`src/rtl/bfs_pkg.sv`:
```
package bfs_pkg;
  localparam int ADDR_W = 3;

  localparam logic [ADDR_W-1:0] A_STAT = 3'd0;
  localparam logic [ADDR_W-1:0] A_TXD  = 3'd1;
  localparam logic [ADDR_W-1:0] A_RXD  = 3'd2;
  localparam logic [ADDR_W-1:0] A_CTRL = 3'd3;
  localparam logic [ADDR_W-1:0] A_TXN  = 3'd4;
  localparam logic [ADDR_W-1:0] A_RXN  = 3'd5;

  localparam int B_TX_NE   = 4;
  localparam int B_RX_AV   = 5;
  localparam int B_TX_FULL = 6;
  localparam int B_OUT_SVC = 8;
  localparam int B_IN_SVC  = 9;
  localparam int B_OVR     = 10;
  localparam int B_UNR     = 11;

  typedef enum logic [1:0] {RK_NONE, RK_STAT, RK_RX} rd_kind_e;
endpackage

```
`src/rtl/bfs_fifo.sv`:
```
module bfs_fifo #(
  parameter int DW    = 8,
  parameter int DEPTH = 16
) (
  input  logic                         clk,
  input  logic                         clr,
  input  logic                         push,
  input  logic [DW-1:0]                din,
  input  logic                         pop,
  output logic [DW-1:0]                dout,
  output logic [$clog2(DEPTH+1)-1:0]   count,
  output logic                         full,
  output logic                         empty
);
  localparam int PW    = (DEPTH > 1) ? $clog2(DEPTH) : 1;
  localparam int LVL_W = $clog2(DEPTH+1);

  logic [DW-1:0] mem [DEPTH];
  logic [PW-1:0] wptr, rptr;
  logic          do_push, do_pop;

  assign full    = (count == LVL_W'(DEPTH));
  assign empty   = (count == '0);
  assign do_push = push && !full && !clr;
  assign do_pop  = pop && !empty && !clr;

  function automatic logic [PW-1:0] bump(input logic [PW-1:0] p);
    return (p == PW'(DEPTH-1)) ? '0 : p + 1'b1;
  endfunction

  always_ff @(posedge clk) begin
    if (do_push) mem[wptr] <= din;
  end

  always_ff @(posedge clk) begin
    if (do_pop) dout <= mem[rptr];
  end

  always_ff @(posedge clk) begin
    if (clr) begin
      wptr  <= '0;
      rptr  <= '0;
      count <= '0;
    end else begin
      if (do_push) wptr <= bump(wptr);
      if (do_pop)  rptr <= bump(rptr);
      if (do_push && !do_pop)      count <= count + 1'b1;
      else if (do_pop && !do_push) count <= count - 1'b1;
    end
  end

  AST_FULL_HOLDS: assert property (@(posedge clk) disable iff (clr)
    (full && push && !pop) |=> (count == LVL_W'(DEPTH)));
  AST_EMPTY_HOLDS: assert property (@(posedge clk) disable iff (clr)
    (empty && pop && !push) |=> (count == '0));
endmodule

```
`src/rtl/bfs_svc_flag.sv`:
```
module bfs_svc_flag #(
  parameter int LVL_W = 5,
  parameter int CNT_W = 16,
  parameter int BLK   = 4
) (
  input  logic             clk,
  input  logic             clr,
  input  logic [LVL_W-1:0] level,
  input  logic [CNT_W-1:0] remain,
  input  logic             ack,
  output logic             flag
);
  logic [CNT_W-1:0] need;
  logic             cond;

  always_comb begin
    need = (remain < CNT_W'(BLK)) ? remain : CNT_W'(BLK);
    cond = (remain != '0) && (32'(level) >= 32'(need));
  end

  always_ff @(posedge clk) begin
    if (clr)       flag <= 1'b0;
    else if (ack)  flag <= 1'b0;
    else if (cond) flag <= 1'b1;
  end

  AST_ACK_DROPS: assert property (@(posedge clk) disable iff (clr)
    ack |=> !flag);
  AST_RISE_NEEDS_WORK: assert property (@(posedge clk) disable iff (clr)
    $rose(flag) |-> ($past(remain) != '0));
endmodule

```
`src/rtl/blk_svc_fifo.sv`:
```
module blk_svc_fifo
  import bfs_pkg::*;
#(
  parameter int DW    = 8,
  parameter int DEPTH = 16,
  parameter int CNT_W = 16,
  parameter int REG_W = 32,
  parameter int BLK   = 4
) (
  input  logic              clk,
  input  logic              rst,
  input  logic              reg_wr,
  input  logic              reg_rd,
  input  logic [ADDR_W-1:0] reg_addr,
  input  logic [REG_W-1:0]  reg_wdata,
  output logic [REG_W-1:0]  reg_rdata,
  output logic              eng_tx_valid,
  input  logic              eng_tx_pop,
  output logic [DW-1:0]     eng_tx_data,
  input  logic              eng_rx_push,
  input  logic [DW-1:0]     eng_rx_data
);
  localparam int LVL_W = $clog2(DEPTH+1);

  logic             run_q, clr;
  logic [CNT_W-1:0] tx_total, rx_total, tx_rem, rx_rem;
  logic             err_ovr, err_unr;
  logic [LVL_W-1:0] tx_cnt, rx_cnt, tx_free;
  logic             tx_full, tx_empty, rx_empty, rx_full_unused;
  logic [DW-1:0]    rx_dout;
  logic             wr_tx, rd_rx, tx_push, rx_pop;
  logic             out_flag, in_flag, ack_out, ack_in;
  logic [REG_W-1:0] stat_now, stat_q;
  rd_kind_e         rd_kind_q;

  assign clr      = rst || !run_q;
  assign wr_tx    = reg_wr && (reg_addr == A_TXD) && run_q;
  assign rd_rx    = reg_rd && (reg_addr == A_RXD) && run_q;
  assign tx_push  = wr_tx && !tx_full;
  assign rx_pop   = rd_rx && !rx_empty;
  assign tx_free  = LVL_W'(DEPTH) - tx_cnt;
  assign ack_out  = reg_wr && (reg_addr == A_STAT) && reg_wdata[B_OUT_SVC];
  assign ack_in   = reg_wr && (reg_addr == A_STAT) && reg_wdata[B_IN_SVC];
  assign eng_tx_valid = run_q && !tx_empty;

  bfs_fifo #(.DW(DW), .DEPTH(DEPTH)) u_txq (
    .clk(clk), .clr(clr), .push(wr_tx), .din(reg_wdata[DW-1:0]),
    .pop(eng_tx_pop), .dout(eng_tx_data), .count(tx_cnt),
    .full(tx_full), .empty(tx_empty));

  bfs_fifo #(.DW(DW), .DEPTH(DEPTH)) u_rxq (
    .clk(clk), .clr(clr), .push(eng_rx_push), .din(eng_rx_data),
    .pop(rd_rx), .dout(rx_dout), .count(rx_cnt),
    .full(rx_full_unused), .empty(rx_empty));

  bfs_svc_flag #(.LVL_W(LVL_W), .CNT_W(CNT_W), .BLK(BLK)) u_out_svc (
    .clk(clk), .clr(clr), .level(tx_free), .remain(tx_rem),
    .ack(ack_out), .flag(out_flag));

  bfs_svc_flag #(.LVL_W(LVL_W), .CNT_W(CNT_W), .BLK(BLK)) u_in_svc (
    .clk(clk), .clr(clr), .level(rx_cnt), .remain(rx_rem),
    .ack(ack_in), .flag(in_flag));

  always_ff @(posedge clk) begin
    if (rst) begin
      run_q    <= 1'b0;
      tx_total <= '0;
      rx_total <= '0;
      tx_rem   <= '0;
      rx_rem   <= '0;
      err_ovr  <= 1'b0;
      err_unr  <= 1'b0;
    end else begin
      if (reg_wr && (reg_addr == A_CTRL)) begin
        run_q <= reg_wdata[0];
        if (reg_wdata[0] && !run_q) begin
          tx_rem <= tx_total;
          rx_rem <= rx_total;
        end
      end
      if (reg_wr && (reg_addr == A_TXN)) tx_total <= reg_wdata[CNT_W-1:0];
      if (reg_wr && (reg_addr == A_RXN)) rx_total <= reg_wdata[CNT_W-1:0];
      if (tx_push && (tx_rem != '0)) tx_rem <= tx_rem - 1'b1;
      if (rx_pop && (rx_rem != '0))  rx_rem <= rx_rem - 1'b1;
      if (!run_q) begin
        err_ovr <= 1'b0;
        err_unr <= 1'b0;
      end else begin
        if (wr_tx && tx_full)  err_ovr <= 1'b1;
        if (rd_rx && rx_empty) err_unr <= 1'b1;
      end
    end
  end

  always_comb begin
    stat_now = '0;
    if (run_q) begin
      stat_now[B_TX_NE]   = !tx_empty;
      stat_now[B_RX_AV]   = !rx_empty;
      stat_now[B_TX_FULL] = tx_full;
      stat_now[B_OUT_SVC] = out_flag;
      stat_now[B_IN_SVC]  = in_flag;
      stat_now[B_OVR]     = err_ovr;
      stat_now[B_UNR]     = err_unr;
    end
  end

  always_ff @(posedge clk) begin
    if (rst) begin
      rd_kind_q <= RK_NONE;
      stat_q    <= '0;
    end else if (reg_rd) begin
      case (reg_addr)
        A_STAT: begin
          rd_kind_q <= RK_STAT;
          stat_q    <= stat_now;
        end
        A_RXD:   rd_kind_q <= rx_pop ? RK_RX : RK_NONE;
        default: rd_kind_q <= RK_NONE;
      endcase
    end
  end

  always_comb begin
    case (rd_kind_q)
      RK_STAT: reg_rdata = stat_q;
      RK_RX:   reg_rdata = REG_W'(rx_dout);
      default: reg_rdata = '0;
    endcase
  end

  AST_OVR_STICKY: assert property (@(posedge clk) disable iff (rst)
    (run_q && $past(run_q) && $past(err_ovr)) |-> err_ovr);
  AST_UNR_STICKY: assert property (@(posedge clk) disable iff (rst)
    (run_q && $past(run_q) && $past(err_unr)) |-> err_unr);
  AST_IDLE_QUIET: assert property (@(posedge clk) disable iff (rst)
    (!run_q && !$past(run_q)) |-> (tx_cnt == '0 && rx_cnt == '0 && !out_flag && !in_flag));
endmodule

```
`config.mk`:
```
export PLATFORM = sky130hd
export DESIGN_NAME = blk_svc_fifo
export DESIGN_NICKNAME = d
export VERILOG_FILES = /design/src/rtl/bfs_pkg.sv /design/src/rtl/bfs_fifo.sv /design/src/rtl/bfs_svc_flag.sv /design/src/rtl/blk_svc_fifo.sv
export SDC_FILE = /design/constraint.sdc
export NUM_CORES = 1
export LEC_CHECK = 0
export ABC_CLOCK_PERIOD_IN_PS = 4500
export BUFFER_PORTS_ARGS = -buffer_cell sky130_fd_sc_hd__clkbuf_2
export CAP_MARGIN = 20
export CORE_AREA = 2 2 203 205
export CTS_CLUSTER_DIAMETER = 150
export CTS_CLUSTER_SIZE = 30
export DETAILED_ROUTE_END_ITERATION = 12
export DIE_AREA = 0 0 205 207
export PLACE_DENSITY = 0.55
export SKIP_LAST_GASP = 1
export SLEW_MARGIN = 20
export SYNTH_ARGS = -nofsm -noshare
export SYNTH_HDL_FRONTEND = slang
export SYNTH_SLANG_ARGS = --single-unit
```
`constraint.sdc`:
```
create_clock -name clk -period 4.5 [get_ports clk]
set_input_delay 0.9 -clock clk [delete_from_list [all_inputs] [get_ports clk]]
set_output_delay 0.9 -clock clk [all_outputs]
set_load 0.01 [all_outputs]
```
Word-level counts from Yosys, hierarchy flattened
Memories as Yosys holds them, arrays and structs flattened. A register that Yosys moved wholly into a read port is not among the register bits.
Cells that the tools add are included.
W data, S select, Z words.
{ "word_totals": {"regBits": 104, "ramBits": 256, "inputBits": 49, "out_inout_bits": 41, "mem_count": 2} }
{ "mem_list": {"columns": ["memory", "words", "width", "rd", "rd_clocked_by_memory_dff", "write_ports", "line_no", "rtl"], "rows": [
  ["u_rxq.mem", 16, 8, 1, 1, 1, "bfs_fifo.sv:18", "logic [DW-1:0] mem [DEPTH];"],
  ["u_txq.mem", 16, 8, 1, 1, 1, "bfs_fifo.sv:18", null]
]} }
{ "classes": {"add_sub_neg": 11, "n_lt_le_gt_ge": 4, "eq_ne": 13, "muxes": 25, "bitwise": 1, "n_reduce_logical": 58} }
{ "op_table": {"columns": ["operator", "count"], "rows": [
  ["$mux W16", 8],
  ["$ge A5 B16 Y1", 2],
  ["$lt A16 B3 Y1 const B", 2],
  ["$reduce_bool A16 Y1", 2],
  ["$sub A16 B1 Y16 const B", 2],
  ["$logic_and A1 B1 Y1", 30],
  ["$pmux W12 S2", 1],
  ["$mux W4", 5],
  ["$mux W5", 4],
  ["$add A4 B1 Y4 const B", 4],
  ["$eq A4 B4 Y1 const B", 4],
  ["$reduce_bool A2 Y1", 6],
  ["$add A5 B1 Y5 const B", 2],
  ["$eq A5 B5 Y1 const B", 2],
  ["$logic_not A1 Y1", 10],
  ["$logic_not A5 Y1", 2],
  ["$sub A5 B1 Y5 const B", 2],
  ["$eq A3 B2 Y1 const B", 2],
  ["$eq A3 B3 Y1 const B", 2],
  ["$reduce_and A2 Y1", 3],
  ["$reduce_or A2 Y1", 3],
  ["$sub A5 B5 Y5 const A", 1],
  ["$mux W1", 4],
  ["$pmux W2 S2", 1],
  ["other kinds (8)", 8]
]} }

Logic depth before layout (Yosys ltp)
Gate-level depths: netlist of the first run.
{ "depth": {"ltp_word": 9, "mapped_depth": 15, "mapped_depth_nobuf": 15} }

Hierarchy
Synthesis of the first run repeated with hierarchy kept, for this count alone.
{ "hier_totals": {"hier_cells": 1177, "area_unflattened_um2": 16216.8} }
{ "by_module_without_submodules": {"columns": ["mod", "n_inst", "cells_per_inst", "area_each_um2", "seq_area_each_um2"], "rows": [
  ["bfs_fifo", 2, 323, 5953.2, 4344.2],
  ["blk_svc_fifo", 1, 481, 3905.0, 1521.5],
  ["bfs_svc_flag", 2, 25, 202.7, 20.0]
]} }

Worst setup path after synthesis of the first run
OpenSTA, ideal clock, no wires.
{ "synth_timing": {"path_kind": "register -> register", "start": "register u_txq.count[0]", "end": "register u_txq.count[4]", "t_arrival_ns": 3.351, "t_required_ns": 4.430, "slack_ns": 1.079, "path_stages_with_launch": 16, "path_buffers": 0, "synth_period_minus_slack_ns": 3.421, "cell_sequence": "dfxtp_1 > inv_1 > ha_1 > nor3b_1 > ha_1 > nor2b_1 > nor2b_1 > inv_1 > ha_1 > inv_1 > ha_1 > a21o_1 > a21oi_1 > xnor2_1 > or3_1 > a21oi_1"} }
{ "synth_between": {"elab_chain_cells": 7, "word_cells_on_any_way": 17, "cone_classes": "2 x add/sub; 1 x eq/ne; 2 x mux; 12 x reduce/logical"} }
{ "synth_rtl": {"columns": ["element", "line_no", "rtl"], "rows": [
  ["start, declared", "bfs_fifo.sv:11", "output logic [$clog2(DEPTH+1)-1:0] count,"],
  ["start signal, assigned", "bfs_fifo.sv:47", "if (do_push && !do_pop) count <= count + 1'b1;"],
  ["start signal, assigned", "bfs_fifo.sv:48", "else if (do_pop && !do_push) count <= count - 1'b1;"],
  ["$logic_not A5 Y1 (*)", "bfs_fifo.sv:23", "assign empty = (count == '0);"],
  ["$logic_not A1 Y1 (*)", "bfs_fifo.sv:25", "assign do_pop = pop && !empty && !clr;"],
  ["$logic_and A1 B1 Y1 (*) (2 in a row)", "bfs_fifo.sv:25", null],
  ["via u_txq.do_pop", "bfs_fifo.sv:20", "logic do_push, do_pop;"],
  ["$logic_not A1 Y1", "bfs_fifo.sv:47", null],
  ["$logic_and A1 B1 Y1", "bfs_fifo.sv:47", null],
  ["$mux W5 / $reduce_bool A2 Y1 (equally long branches)", null, null]
]} }
The timed path passes the listed nets; every way through them passes the cells marked *. The select of a mux whose other input is x is not followed.
A chain may end at the register's enable or synchronous reset.

Worst setup path in the final report of the first run
{ "layout_timing": {"start": "register u_txq.count[0]", "end": "register u_txq.count[4]"} }
{ "layout_between": {"elab_chain_cells": 7, "word_cells_on_any_way": 17, "cone_classes": "2 x add/sub; 1 x eq/ne; 2 x mux; 12 x reduce/logical"} }
{ "layout_rtl": {"columns": ["element"], "rows": [
  ["branches (longest 7 deep; another with $sub A5 B1 Y5)"]
]} }
Several ways; the timed one is not identified. The select of a mux whose other input is x is not followed.

==> flow_summary.json, run 1 <==
{
  "outcome": "finished, final reports clean",
  "drcViolationCount": 0,
  "finalCoreUtilization": 0.424,
  "number_of_distinct_standard_cells_referenced_by_the_synthesized_netlist": 63,
  "rr_worst_depth": 14,
  "setup_tns_ns": 0,
  "gp_routability_congestion": 0.766,
  "synth_mux_area_frac": 0.118,
  "cap_violations": 0,
  "port_buffers": 53,
  "power_per_cell_area_nw_per_um2": 328,
  "timing_worst_slew_pin_value_ns": 0.914,
  "pin_count_of_the_biggest_net_entering_global_routing": 76,
  "synth-async-reset-ratio": 0,
  "period_share": 0.784,
  "ys_dominant_reg_cell": "edfxtp_1",
  "timing.final.max_slew_violations": 0,
  "grtUsageTotal": 0.155,
  "fmax_ghz": 0.284,
  "endpoint_type_of_the_worst_setup_path": "register",
  "synth_simple_gate_area_share": 0.0952,
  "htree_num_levels": 1,
  "area_delta_synth_final_pct": 7.96,
  "use_met3": 0.0143,
  "grt_setup_unrepaired": "false",
  "dpl.cell_count": 1658,
  "setup.reg_to_reg.worst_slack_ns": 0.97,
  "netlist.area_leader.share": 0.515,
  "grt_most_used_layer": "met2",
  "fin_skew_ns": 0.0252,
  "numCtsBuffers": 16,
  "initial_utilization": 0.393,
  "drt-wirelength-per-cell_um": 19.4,
  "worstHoldEndpoint": "stat_q[11]",
  "drtIter0Drc": 652,
  "timing.critical_path.required_ns": 4.96,
  "sequential_cell_area_um2": 10300,
  "vias_per_cell": 5.34,
  "finish.net_count": 1232,
  "tritoncts": "done",
  "timing.critical_path.arrival_ns": 3.99,
  "ys_seq_area_frac": 0.646,
  "setup.worst_path.start_class": "register",
  "worst_hold_path_type": "register to register",
  "timing.rr.start": "u_txq.count[0]",
  "synth_adder_area_share": 0.0317,
  "totalWireLength_mm": 32.7,
  "synth_seq_cells": 376,
  "ios": 90,
  "syn_inst": 1109,
  "ranking_of_synthesized_cells_by_area": "edfxtp_1 52%, dfxtp_1 13%, mux4_2 11%, nand2_1 3.0%, ha_1 2.9%",
  "synthesis.yosys.warnings": 0,
  "timing.slew.headroom": 0.390,
  "ctsHoldBuffers": 0,
  "setup_viol_count_final": 0,
  "combined_area_of_the_multi_input_logic_cells_um2": 5220,
  "synth_top_family_by_area": "multiplexers",
  "rows": 74,
  "synth_area_um2": 15900,
  "worst_skew_pair.late_latency_ns": 0.52,
  "coreArea_um2": 40400,
  "post_cts_setup_inserts": 0,
  "hold_start": "stat_q[11]",
  "num-fill-cells": 3736,
  "grt_use_met2": 0.254,
  "synth-compound-area-share": 0.0708,
  "die_width_um": 205,
  "crit_path_max_fanout": 8,
  "globalRouteOverflowTotal": 0,
  "finalHoldViolations": 0,
  "clk_path_buf_depth": 3,
  "synth_largest_area_cell": "edfxtp_1",
  "first_global_vias": 8825,
  "synthXorXnorAreaFrac": 0.00773,
  "fin_crit_ns": 3.53,
  "cts-resized-gates": 0,
  "floorplan.die_area_um2": 42400,
  "dr_total_vias": 8997,
  "leading_cell_type_in_the_layout_fill_and_taps_excluded": "edfxtp_1",
  "grt_antenna_before_repair": 0,
  "hold_path_cell_cnt": 2,
  "grt_use_met1": 0.228,
  "synthesis.area_per_instance_um2": 14.3,
  "grt_pass1_wl_mm": 51.5,
  "clk_transition_reported_paths_ns": 0.12,
  "antenna-diode-count": 0,
  "cts_root_buffer": "clkbuf_16",
  "number_of_cells_in_the_finished_layout_apart_from_fillers": 1686,
  "synth_edf_count": 272,
  "antenna_violating_nets_post_route": 0,
  "irDropWorstVdd_mv": 0.308,
  "chipHeight_um": 207,
  "place.detailed.hpwl_mm": 21.9,
  "timing.rr.end": "u_txq.count[4]",
  "first_pass_iters": 5,
  "most-common-layout-cells": "272 x edfxtp_1, 126 x nand2_1, 102 x dfxtp_1",
  "clock_sinks": 376,
  "fraction_of_layout_cells_with_a_size_suffix_above_1": 0.160,
  "p_leak_uw": 0.00541,
  "critPathKind": "register to register"
}
[area by class of cell]
class                   instances  share of cell area
flip-flops and latches        376               0.599
clock buffers                  27              0.0270
inverters                      24             0.00526
multi-input cells             654               0.305
clock inverters                 1            0.000950
well taps                     532              0.0389
repair buffers                 72              0.0238
[power breakdown]
| group | internal (uW) | switching [uW] |
|---|---|---|
| Combinational | 27.5 | 96.9 |
| Clock | 729 | 1050 |
| Sequential | 3710 | 5.34 |
[worst max-delay path by stage]
stage / from / endpoint / slack (ns) / cells after the start
after global placement: rst / u_txq.count[4] / 0.77 / 11
after detailed placement: reg_addr[2] / u_rxq.count[4] / 0.78 / 12
after CTS: u_txq.count[0] / u_txq.count[4] / 0.98 / 14
after global routing: u_txq.count[0] / u_txq.count[4] / 0.73 / 14
after floorplan: u_txq.count[0] / u_txq.count[4] / 1.08 / 15
final: u_txq.count[0] / u_txq.count[4] / 0.97 / 14
[state kept, by name, summed over array words and instances (netlist names), 5 cells and up]
register / flops
u_rxq.mem: 128
u_txq.mem: 128
rx_rem: 16
rx_total: 16
tx_rem: 16
tx_total: 16
u_rxq.dout: 8
u_txq.dout: 8
stat_q: 7
u_rxq.count: 5
u_txq.count: 5
[logic make-up after synthesis]
family                     count (synthesis)
buffers and inverters                    101
AOI/OAI and AO/OA                        177
other                                      2
and+or+nand+nor                          313
DFF                                      376
muxes                                     87
adders and majority gates                 39
xor gates and xnor gates                  14
[cell usage after synthesis (all sizes together), types with 13 or more instances]
library cell	n
dfxtp	104
a21oi	86
mux4	80
clkbuf	43
nand3	17
nor3	17
inv	24
nand2	126
or4	13
nor2	60
o211ai	14
a31oi	20
ha	37
edfxtp	272
or3	19
buf	34
[routing by layer]
metal,vias up,part of all wire
met5,-,0
met4,0,0.014
met3,30,0.031
met2,160,0.48
met1,4549,0.47
li1,4258,-
[stage by stage]
stage	power, uW	hold slack, ns	setup WS (ns)	area (um^2)
3_3_place_gp	3910	0.435	0.770	16600
2_1_floorplan	3860	0.426	1.08	15900
3_5_place_dp	3920	0.442	0.785	16600
4_1_cts	5670	0.461	0.981	17100
6_report	5610	0.457	0.974	17100
5_1_grt	5800	0.483	0.727	17100
[worst max-delay path, cell delays in order, from the launching register on]
cell,delay (ns)
dfxtp_1,0.47
inv_1,0.11
ha_1,0.24
nor3b_1,0.16
ha_1,0.22
nor2b_1,0.21
and3b_1,0.38
ha_1,0.25
inv_1,0.10
fa_1,0.42
a21o_1,0.17
a21oi_1,0.19
xnor2_1,0.10
or3_1,0.30
a21oi_1,0.14
Power figures use the tool's default switching activity.
==> run 2: changes to the inputs <==
ABC_AREA = 1   (was default)
ABC_CLOCK_PERIOD_IN_PS = 3000   (was 4500)
CORE_AREA = 2 2 207 209   (was 2 2 203 205)
DIE_AREA = 0 0 209 211   (was 0 0 205 207)
PLACE_DENSITY = 0.57   (was 0.55)
clock period = 3 ns   (was 4.5 ns; I/O delays follow)
==> run 2 against run 1 <==
Net effect: synthesized cell count up 50%; utilization up 0.79 points; fmax up 29%; synthesized area up 4.7%; final cell count up 35%; non-clock buffer count up 35; sequential power up 50%; flip-flop and latch count unchanged; register-to-register slack worse by 0.71 ns; clock power up 50%; cell area up 5.4%; critical path type unchanged; largest cell class unchanged; largest power group unchanged; highest routed layer unchanged.
==> flow_summary.json, run 2 <==
{
  "htree_num_levels": 1,
  "chipHeight_um": 211,
  "leading_cell_type_in_the_layout_fill_and_taps_excluded": "edfxtp_1",
  "number_of_distinct_standard_cells_referenced_by_the_synthesized_netlist": 37,
  "pin_count_of_the_biggest_net_entering_global_routing": 68,
  "synthesis.yosys.warnings": 0,
  "totalWireLength_mm": 38.7,
  "endpoint_type_of_the_worst_setup_path": "register",
  "ys_seq_area_frac": 0.618,
  "fin_crit_ns": 2.74,
  "cpMostUsedCell": "nand2_1",
  "drtIter0Drc": 804,
  "ranking_of_synthesized_cells_by_area": "edfxtp_1 49%, dfxtp_1 13%, nor2_1 6.0%, nand2_1 5.9%, o21ai_0 5.5%",
  "timing.slew.headroom": 0.429,
  "fraction_of_layout_cells_with_a_size_suffix_above_1": 0.0944,
  "rr_worst_depth": 17,
  "grtUsageTotal": 0.174,
  "area_delta_synth_final_pct": 8.69,
  "cts-resized-gates": 0,
  "grt_antenna_before_repair": 0,
  "netlist.area_leader.share": 0.492,
  "first_global_vias": 11100,
  "synth_edf_count": 272,
  "timing.final.max_slew_violations": 0,
  "globalRouteOverflowTotal": 0,
  "setup.reg_to_reg.worst_slack_ns": 0.26,
  "post_cts_setup_inserts": 0,
  "commonest_cells_in_the_netlist": "272 x edfxtp_1, 264 x nor2_1, 261 x nand2_1",
  "timing.critical_path.required_ns": 3.48,
  "finalHoldViolations": 0,
  "first_pass_iters": 5,
  "gp_routability_congestion": 0.835,
  "place.detailed.hpwl_mm": 25.4,
  "most-common-layout-cells": "272 x edfxtp_1, 264 x nor2_1, 261 x nand2_1",
  "timing.rr.start": "u_txq.count[1]",
  "antenna_violating_nets_post_route": 0,
  "antenna-diode-count": 0,
  "top_regs": "u_rxq.mem (128), u_txq.mem (128)",
  "numCtsBuffers": 16,
  "ys_dominant_reg_cell": "edfxtp_1",
  "setup_viol_count_final": 0,
  "ios": 90,
  "coreArea_um2": 41800,
  "clk_transition_reported_paths_ns": 0.12,
  "initial_utilization": 0.397,
  "grt_pass1_wl_mm": 60.5,
  "die_width_um": 209,
  "clk_path_buf_depth": 3,
  "dpl.cell_count": 2249,
  "critPathKind": "register to register",
  "irDropWorstVdd_mv": 0.400,
  "worst_skew_pair.late_latency_ns": 0.53,
  "finish.net_count": 1816,
  "post-synth-top-count-cell": "edfxtp_1",
  "critical_path.startpoint": "u_txq.count[1]",
  "vias_per_cell": 5.10,
  "critPathMaxStageDelay_ns": 0.41,
  "drt-wirelength-per-cell_um": 17.0,
  "floorplan.die_area_um2": 44100,
  "crit_path_max_fanout": 4,
  "worst_path_max_delay_cell": "fa_1",
  "p_leak_uw": 0.00659,
  "number_of_cells_in_the_finished_layout_apart_from_fillers": 2277,
  "hold_path_cell_cnt": 3,
  "cts_root_buffer": "clkbuf_16",
  "synth_seq_cells": 376,
  "fin_skew_ns": 0.0406,
  "rows": 75,
  "path_cells": "inv_1 -> ha_1 -> nand2_1 -> nor2_1 -> ha_1 -> inv_1 -> nand2_2 -> nor2_4 -> ha_1 -> inv_1 -> fa_1 -> nand2_1 -> nand2_1 -> a21oi_1 -> xor2_1 -> nand2_1 -> a21oi_1",
  "worst_hold_path_type": "input pin to register",
  "hold_start": "reg_wdata[10]",
  "dr_total_vias": 11600,
  "ctsHoldBuffers": 0,
  "synthesis.area_per_instance_um2": 9.94,
  "power_per_cell_area_nw_per_um2": 470,
  "syn_inst": 1669,
  "synth_area_um2": 16600,
  "period_share": 0.912,
  "drcViolationCount": 0,
  "tritoncts": "done",
  "synth_largest_area_cell": "edfxtp_1",
  "setup.worst_path.start_class": "register",
  "timing.critical_path.arrival_ns": 3.21,
  "clock_sinks": 376,
  "finalCoreUtilization": 0.432,
  "synth-async-reset-ratio": 0,
  "outcome": "finished, final reports clean",
  "cap_violations": 0,
  "setup_tns_ns": 0,
  "totalPowerFinal_uw": 8470,
  "port_buffers": 53,
  "grt_setup_unrepaired": "false",
  "timing_worst_slew_pin_value_ns": 0.856,
  "fmax_ghz": 0.366
}
==> run 2: changes by cell type after synthesis, moves of 32 or more <==
cell and delta:
nor2_1 +204, o21ai_0 +175, nand2_1 +135, inv_1 +90
mux4_2 -80, nand3_1 +60, o21ai_1 +32
==> run 2: report_power, final <==
group	internal, uW	switching (uW)
Sequential	5570	8.15
Combinational	54.3	180
Clock	1090	1570
Total	6720	1760
==> run 2: logic make-up (layout without fill, tap and decap cells) <==
group	after synthesis	count (layout)	synth area share
XOR/XNOR	25	25	0.0132
other	2	24	0.000453
flip-flops	376	376	0.618
buffers and inverters	213	260	0.0565
AND/OR/NAND/NOR	643	643	0.160
adder cells (fa/ha/maj)	39	39	0.0303
AO/OA/AOI/OAI	371	371	0.122
==> run 2: final cells by class <==
class | instances | area (um^2)
repair buffers | 107 | 671
multi-input cells | 1102 | 5490
inverters | 125 | 469
flip-flops and latches | 376 | 10300
fillers | 4007 | 23700
clock inverters | 1 | 16.3
well taps | 539 | 674
clock buffers | 27 | 463
==> run 2: metrics by stage <==
stage / hold WS (ns) / area (um^2) / worst slack (ns)
after CTS: 0.301 / 18000 / 0.196
final: 0.315 / 18000 / 0.264
after global routing: 0.322 / 18000 / 0.0204
after global placement: 0.433 / 17600 / 0.257
after floorplan: 0.424 / 16700 / 0.424
after detailed placement: 0.440 / 17600 / 0.235
==> run 2: worst paths after layout <==
| path | end |
|---|---|
| max reg2reg | u_txq.count[4] |
| max | u_txq.count[4] |
| min reg2reg | tx_total[2] |
| min | tx_total[10] |
==> run 2: worst max-delay path: cells and delay by family (launching register included) <==
family                     cells  cell delay [ns]
AOI/OAI and AO/OA              2             0.25
xor gates and xnor gates       1             0.16
adders and majority gates      4             1.04
buffers and inverters          3             0.28
DFF                            1             0.40
and+or+nand+nor                7             0.54
==> run 2: layer usage <==
metal  global-route usage  wire [um]  up-vias
li1                     -          -     5788
met1                0.228      17100     5553
met2                0.313      19300      238
met3               0.0150       1400       43
met4               0.0436        867        0
met5                    0          0        -
